File: src/rtl/adc_port_pkg.sv
package adc_port_pkg;

    typedef enum logic [1:0] {
        ST_IDLE = 2'd0,
        ST_ACQ  = 2'd1,
        ST_CONV = 2'd2,
        ST_SHDN = 2'd3
    } port_state_e;

    typedef struct packed {
        logic cs_fall;
        logic cs_rise;
        logic sck_rise;
        logic sck_fall;
        logic din;
    } port_evt_t;

    function automatic int unsigned pick_edge(logic wide, int unsigned narrow_at,
                                              int unsigned wide_at);
        return wide ? wide_at : narrow_at;
    endfunction

endpackage

File: src/rtl/adc_port_sync.sv
module adc_port_sync
    import adc_port_pkg::*;
#(
    parameter int STAGES = 2
) (
    input  logic      clk,
    input  logic      rst,
    input  logic      cs_n,
    input  logic      sclk,
    input  logic      din,
    output port_evt_t evt
);
    logic [STAGES-1:0] cs_pipe, sck_pipe, din_pipe;
    logic              cs_prev, sck_prev;
    logic              cs_q, sck_q;

    assign cs_q  = cs_pipe[STAGES-1];
    assign sck_q = sck_pipe[STAGES-1];

    always_ff @(posedge clk) begin
        if (rst) begin
            cs_pipe  <= '1;
            sck_pipe <= '0;
            din_pipe <= '0;
            cs_prev  <= 1'b1;
            sck_prev <= 1'b0;
        end else begin
            cs_pipe[0]  <= cs_n;
            sck_pipe[0] <= sclk;
            din_pipe[0] <= din;
            for (int i = 1; i < STAGES; i++) begin
                cs_pipe[i]  <= cs_pipe[i-1];
                sck_pipe[i] <= sck_pipe[i-1];
                din_pipe[i] <= din_pipe[i-1];
            end
            cs_prev  <= cs_q;
            sck_prev <= sck_q;
        end
    end

    always_comb begin
        evt.cs_fall  = cs_prev & ~cs_q;
        evt.cs_rise  = ~cs_prev & cs_q;
        evt.sck_rise = ~cs_q & ~cs_prev & ~sck_prev & sck_q;
        evt.sck_fall = ~cs_q & ~cs_prev & sck_prev & ~sck_q;
        evt.din      = din_pipe[STAGES-1];
    end
endmodule

File: src/rtl/adc_cmd_shift.sv
module adc_cmd_shift #(
    parameter int W = 5
) (
    input  logic         clk,
    input  logic         rst,
    input  logic         clear,
    input  logic         shift,
    input  logic         din,
    output logic [W-1:0] cmd_next
);
    logic [W-1:0] cmd_q;

    assign cmd_next = {cmd_q[W-2:0], din};

    always_ff @(posedge clk) begin
        if (rst || clear) begin
            cmd_q <= '0;
        end else if (shift) begin
            cmd_q <= cmd_next;
        end
    end
endmodule

File: src/rtl/adc_res_shift.sv
module adc_res_shift #(
    parameter int RES_W = 14,
    parameter int RD_W  = 16
) (
    input  logic             clk,
    input  logic             rst,
    input  logic             clear,
    input  logic             load,
    input  logic             shift,
    input  logic [RES_W-1:0] data,
    output logic             msb
);
    localparam int PAD = RD_W - RES_W;

    logic [RD_W-1:0] sreg;

    assign msb = sreg[RD_W-1];

    always_ff @(posedge clk) begin
        if (rst || clear) begin
            sreg <= '0;
        end else if (load) begin
            sreg <= RD_W'(data) << PAD;
        end else if (shift) begin
            sreg <= {sreg[RD_W-2:0], 1'b0};
        end
    end
endmodule

File: src/rtl/adc_serial_port.sv
module adc_serial_port
    import adc_port_pkg::*;
#(
    parameter int CMD_W         = 8,
    parameter int CHAN_W        = 3,
    parameter int RES_W         = 14,
    parameter int RD_W          = 16,
    parameter int SEL_EDGE      = 3,
    parameter int NARROW_SAMPLE = 6,
    parameter int WIDE_EXTRA    = 8,
    parameter int CNT_W         = 6,
    parameter int SYNC_STAGES   = 2
) (
    input  logic                    clk,
    input  logic                    rst,
    input  logic                    cs_n,
    input  logic                    sclk,
    input  logic                    din,
    input  logic                    wide_mode,
    input  logic [RES_W-1:0]        conv_data,
    output logic                    dout,
    output logic                    dout_oe,
    output logic [CHAN_W-1:0]       chan_sel,
    output logic [CMD_W-CHAN_W-1:0] cfg,
    output logic                    conv_strobe,
    output logic [1:0]              status
);
    localparam int CFG_W       = CMD_W - CHAN_W;
    localparam int SAMPLE_WIDE = NARROW_SAMPLE + WIDE_EXTRA;
    localparam int RESULT_N    = CMD_W;
    localparam int RESULT_WIDE = 2 * CMD_W;
    localparam logic [CNT_W-1:0] CNT_MAX = '1;

    port_evt_t          evt;
    port_state_e        state_q;
    logic [CNT_W-1:0]   rise_cnt, fall_cnt, rise_nxt, fall_nxt;
    logic [CNT_W-1:0]   sample_at, result_at;
    logic               wide_q;
    logic [RES_W-1:0]   data_q;
    logic [CFG_W-1:0]   cmd_next;
    logic               cmd_shift, res_load, res_shift, res_clear, res_msb;

    adc_port_sync #(.STAGES(SYNC_STAGES)) u_sync (
        .clk (clk), .rst (rst), .cs_n (cs_n), .sclk (sclk), .din (din), .evt (evt)
    );

    assign rise_nxt  = rise_cnt + CNT_W'(rise_cnt != CNT_MAX);
    assign fall_nxt  = fall_cnt + CNT_W'(fall_cnt != CNT_MAX);
    assign sample_at = CNT_W'(pick_edge(wide_q, NARROW_SAMPLE, SAMPLE_WIDE));
    assign result_at = CNT_W'(pick_edge(wide_q, RESULT_N, RESULT_WIDE));

    assign cmd_shift = evt.sck_rise && (rise_cnt < CNT_W'(CMD_W));
    assign res_load  = evt.sck_fall && (fall_nxt == result_at) && (state_q == ST_CONV);
    assign res_shift = evt.sck_fall && (fall_nxt > result_at);
    assign res_clear = evt.cs_fall | evt.cs_rise;

    adc_cmd_shift #(.W(CFG_W)) u_cmd (
        .clk (clk), .rst (rst), .clear (evt.cs_fall), .shift (cmd_shift),
        .din (evt.din), .cmd_next (cmd_next)
    );

    adc_res_shift #(.RES_W(RES_W), .RD_W(RD_W)) u_res (
        .clk (clk), .rst (rst), .clear (res_clear), .load (res_load),
        .shift (res_shift), .data (data_q), .msb (res_msb)
    );

    always_ff @(posedge clk) begin
        if (rst) begin
            state_q     <= ST_IDLE;
            dout_oe     <= 1'b0;
            chan_sel    <= '0;
            cfg         <= '0;
            conv_strobe <= 1'b0;
            rise_cnt    <= '0;
            fall_cnt    <= '0;
            wide_q      <= 1'b0;
            data_q      <= '0;
        end else begin
            conv_strobe <= 1'b0;
            if (evt.cs_fall) begin
                state_q  <= ST_IDLE;
                dout_oe  <= 1'b1;
                rise_cnt <= '0;
                fall_cnt <= '0;
                wide_q   <= wide_mode;
            end else if (evt.cs_rise) begin
                dout_oe <= 1'b0;
                if (state_q == ST_ACQ || state_q == ST_CONV) begin
                    state_q <= ST_SHDN;
                end
            end else if (evt.sck_rise) begin
                rise_cnt <= rise_nxt;
                if (rise_nxt == CNT_W'(SEL_EDGE)) begin
                    chan_sel <= cmd_next[CHAN_W-1:0];
                    if (state_q == ST_IDLE) state_q <= ST_ACQ;
                end
                if (rise_nxt == CNT_W'(CMD_W)) begin
                    cfg <= cmd_next;
                end
            end else if (evt.sck_fall) begin
                fall_cnt <= fall_nxt;
                if (fall_nxt == sample_at && state_q == ST_ACQ) begin
                    state_q     <= ST_CONV;
                    conv_strobe <= 1'b1;
                    data_q      <= conv_data;
                end else if (fall_nxt == result_at && state_q == ST_CONV) begin
                    state_q <= ST_IDLE;
                end
            end
        end
    end

    assign dout   = dout_oe & res_msb;
    assign status = state_q;
endmodule

File: config.mk
export PLATFORM = sky130hd
export DESIGN_NAME = adc_serial_port
export DESIGN_NICKNAME = d
export VERILOG_FILES = /design/src/rtl/adc_port_pkg.sv /design/src/rtl/adc_port_sync.sv /design/src/rtl/adc_cmd_shift.sv /design/src/rtl/adc_res_shift.sv /design/src/rtl/adc_serial_port.sv
export SDC_FILE = /design/constraint.sdc
export NUM_CORES = 1
export LEC_CHECK = 0
export BUFFER_PORTS_ARGS = -buffer_cell sky130_fd_sc_hd__buf_2
export CAP_MARGIN = 20
export CORE_MARGIN = 2
export CORE_UTILIZATION = 40
export DETAILED_ROUTE_END_ITERATION = 6
export MAX_ROUTING_LAYER = met4
export SYNTH_ARGS = -nofsm -noshare
export SYNTH_HDL_FRONTEND = slang
export SYNTH_SLANG_ARGS = --single-unit
File: constraint.sdc
create_clock -name clk -period 3.81 [get_ports clk]
set_input_delay 0.762 -clock clk [delete_from_list [all_inputs] [get_ports clk]]
set_output_delay 0.762 -clock clk [all_outputs]
set_load 0.005 [all_outputs]
==> run metrics <==
CP arrival=approximately 3.4 ns; synthesized instance count=329; Top FF cell, synth=dfxtp_1; drt initial violations=between 90 and 100; Die H=91.5 um; min Tclk post-route=roughly 3.2 ns; crit-path max FO=8; EDFF count, synth=0; Num Clock Sinks=65; Inst Count DP=roughly 450; clk slew on worst S/H paths=0.07 ns; status=complete, no violations; Die ar.=roughly 8400 um2; die width=slightly above 90 um; clock latency on the worst-skew pair=between 0.3 and 0.4 ns; R2R Setup Slk=~0.65 ns; vias in the first global route=~2.1k; H-tree Lvls=3; GRT Util Overall=between 10% and 20%; Setup violations, final=0; Top delay family on crit path=simple AND/OR/NAND/NOR gates; initial antenna violation count=0; PortBufs=32; wire length of the first global-routing pass=between 10,000 and 15,000 um; DR vias/cell=a little over 5; Final Cell Area=roughly 3500 um2; syn_nets=~360; Synth Area in XOR/XNOR=under 10%; mapped cell area=a little over 3000 um2; leakage=roughly 0.0013 uW; post-synthesis area per instance=just over 9 um2; cells along the critical path=nand2_2 -> or2_2 -> ha_1 -> ha_1 -> nand3_1 -> xnor2_1 -> ha_1 -> nand4bb_1 -> or3_1 -> a21o_1 -> o21ai_2 -> buf_4 -> o21ai_0; Post-CTS Setup Inserts=0; root buf cell=clkbuf_8; layout cells sized above 1=about a fifth; row count=31; Post-Layout Cell Count=462; final number of hold-violating endpoints=0; Max IR drop VDD=around 0.00025 V; First-pass DRT Iterations=4; FF/Latch Area=1300 um2; Tcrit/Tclk final=between 80% and 90%; Critical Path Source Type=flop; number of synthesized register bits=65; synthesis warning total=0; DR vias=roughly 2.4k; Synth async-reset ratio=0%; CTS Hold Bufs=0; multiplexer share of the synthesized area=a little under a tenth; Simple-Gate Fraction of Synth Area=between 20% and 30%; Initial Util=41.7%; cts bufs inserted=9; FF-to-FF path depth=13; Core ar.=around 7300 um2; Placer Congestion=between 0.8 and 0.9; WL/cell=around 13 um; kind of critical path=flop to flop; clk_skew=0.0105 ns; Hold Path Depth=1; placed inst area=between 3000 and 4000 um2; Worst path slowest cell=dfxtp_1; Total Neg Setup Slack=0 ns; worst slew pin tran=0.605 ns; max_cap viols=0; largest family of logic cells by synthesized area=simple AND/OR/NAND/NOR gates; CP endpoint kind=flop; post-layout net count=a little under 400; max_slew headroom=about three fifths; RSZ-0062 raised after global routing=no; post-synthesis compound-gate area fraction=a little over an eighth; DP Wirelength=about 4300 um; Longest Clk Path Bufs=2; Worst Path Buf+Inv=1; slowest stage delay, CP=~0.43 ns; largest net degree at the start of global routing=36; cell depth of the worst setup path=13; fmax=317 MHz; Layout fillers=681; Hold Crit Class=flop to flop; final WL=roughly 6200 um; n_diodes=0; # IOs=33; worst path required time=slightly above 4 ns; PwrDens=between 400 and 500 nW/um2; CP dominant cell by count=ha_1; # resized after CTS=0; Cell variety after synth=51; Multi-input gate area=~1600 um2; post-synthesis adder-cell area fraction=4.91%; CTS tree=yes; Synth-to-Final Area Change=14.7%; Final Max Slew Viols=0; Detail Route Antenna Nets=0; Seq/Total Area, Yosys=between 40 and 50%; Overflow after GRT=0; Post-route DRC=0
where the power goes:
group / switching (uW) / leakage [uW] / internal (uW)
logic: 28.8 / 0.000680 / 18.4
clock network: 278 / 0.000120 / 409
registers: 3.11 / 0.000525 / 684
total: 310 / 0.00133 / 1110
final timing paths:
path | from | end
worst min-delay path | u_sync.cs_pipe[0] | u_sync.cs_pipe[1]
worst max register to register | fall_cnt[3] | u_res.sreg[5]
worst min register to register | u_sync.cs_pipe[0] | u_sync.cs_pipe[1]
worst max-delay path | fall_cnt[3] | u_res.sreg[5]
worst reg2reg max path, delay by kind of cell (launching register included):
family / cells / cell delay, ns
xor+xnor: 1 / 0.08
flops: 1 / 0.43
buf+inv: 1 / 0.24
compound gates: 3 / 0.45
fa+ha+maj: 3 / 0.76
simple gates: 5 / 1.12
area by class of cell:
| cell class | instances | share of cell area, % |
|---|---|---|
| Clock buffer | 11 | 4.31 |
| Clock inverter | 5 | 2.46 |
| Inverter | 8 | 0.856 |
| Multi-Input combinational cell | 236 | 45.9 |
| Sequential cell | 65 | 37.1 |
| Tap cell | 99 | 3.53 |
| Timing Repair Buffer | 38 | 5.85 |
through the flow:
stage	util [%]	hold WS (ns)	worst slack [ns]	total power (uW)
final	47.9	0.417	0.651	1420
after floorplan	-	0.389	0.976	733
after global placement	44.6	0.399	0.795	750
after global routing	47.9	0.458	0.376	1470
after detailed placement	44.6	0.404	0.653	750
after CTS	47.9	0.424	0.640	1440
layout by cell type, fill, tap and decap left out, drive strengths merged, types with 9 or more instances in the layout:
cell,synthesis,final
xnor2,9,9
mux2i,28,28
o21ai,19,19
ha,12,12
clkbuf,14,11
nor2,46,46
buf,6,38
inv,8,9
dfxtp,65,65
nand2,36,36
o32a,12,12
registers in the layout, indices dropped and copies added (netlist names):
signal / cells
status: 2
dout_oe: 1
rise_cnt: 6
u_sync.cs_pipe: 2
u_sync.sck_prev: 1
u_sync.sck_pipe: 2
data_q: 14
cfg: 5
u_sync.cs_prev: 1
wide_q: 1
u_cmd.cmd_q: 4
fall_cnt: 6
u_res.sreg: 14
chan_sel: 3
u_sync.din_pipe: 2
conv_strobe: 1
synth_stat cells, drive strengths merged, types with 5 or more instances:
cell / count / share of area [%]
nor2: 46 / 5.6
dfxtp: 65 / 43
o32a: 12 / 3.9
nand3: 5 / 0.98
xnor2: 9 / 2.6
xor2: 5 / 1.4
or2: 5 / 1.0
buf: 6 / 2.1
inv: 8 / 0.98
mux2i: 28 / 9.2
nor3: 5 / 0.82
ha: 12 / 4.9
o21ai: 19 / 4.1
nor2b: 8 / 1.6
nand2: 36 / 4.5
a21oi: 5 / 0.82
clkbuf: 14 / 1.7
cells by family (layout without fill, tap and decap cells):
group	after synthesis	in the layout
compound gates	52	52
fa+ha+maj	12	12
xor+xnor	14	14
simple gates	130	130
buf+inv	28	62
mux	28	28
flops	65	65
per-layer routing:
metal  vias up  global-route usage, %  share of wire [%]
met2        38                   23.2                 46
li1       1211                      -                  -
met4         0                   4.80                1.4
met5         -                      -                  0
met3         7                   5.39                3.7
met1      1113                   20.5                 49
(Power assumes the default switching activity.)
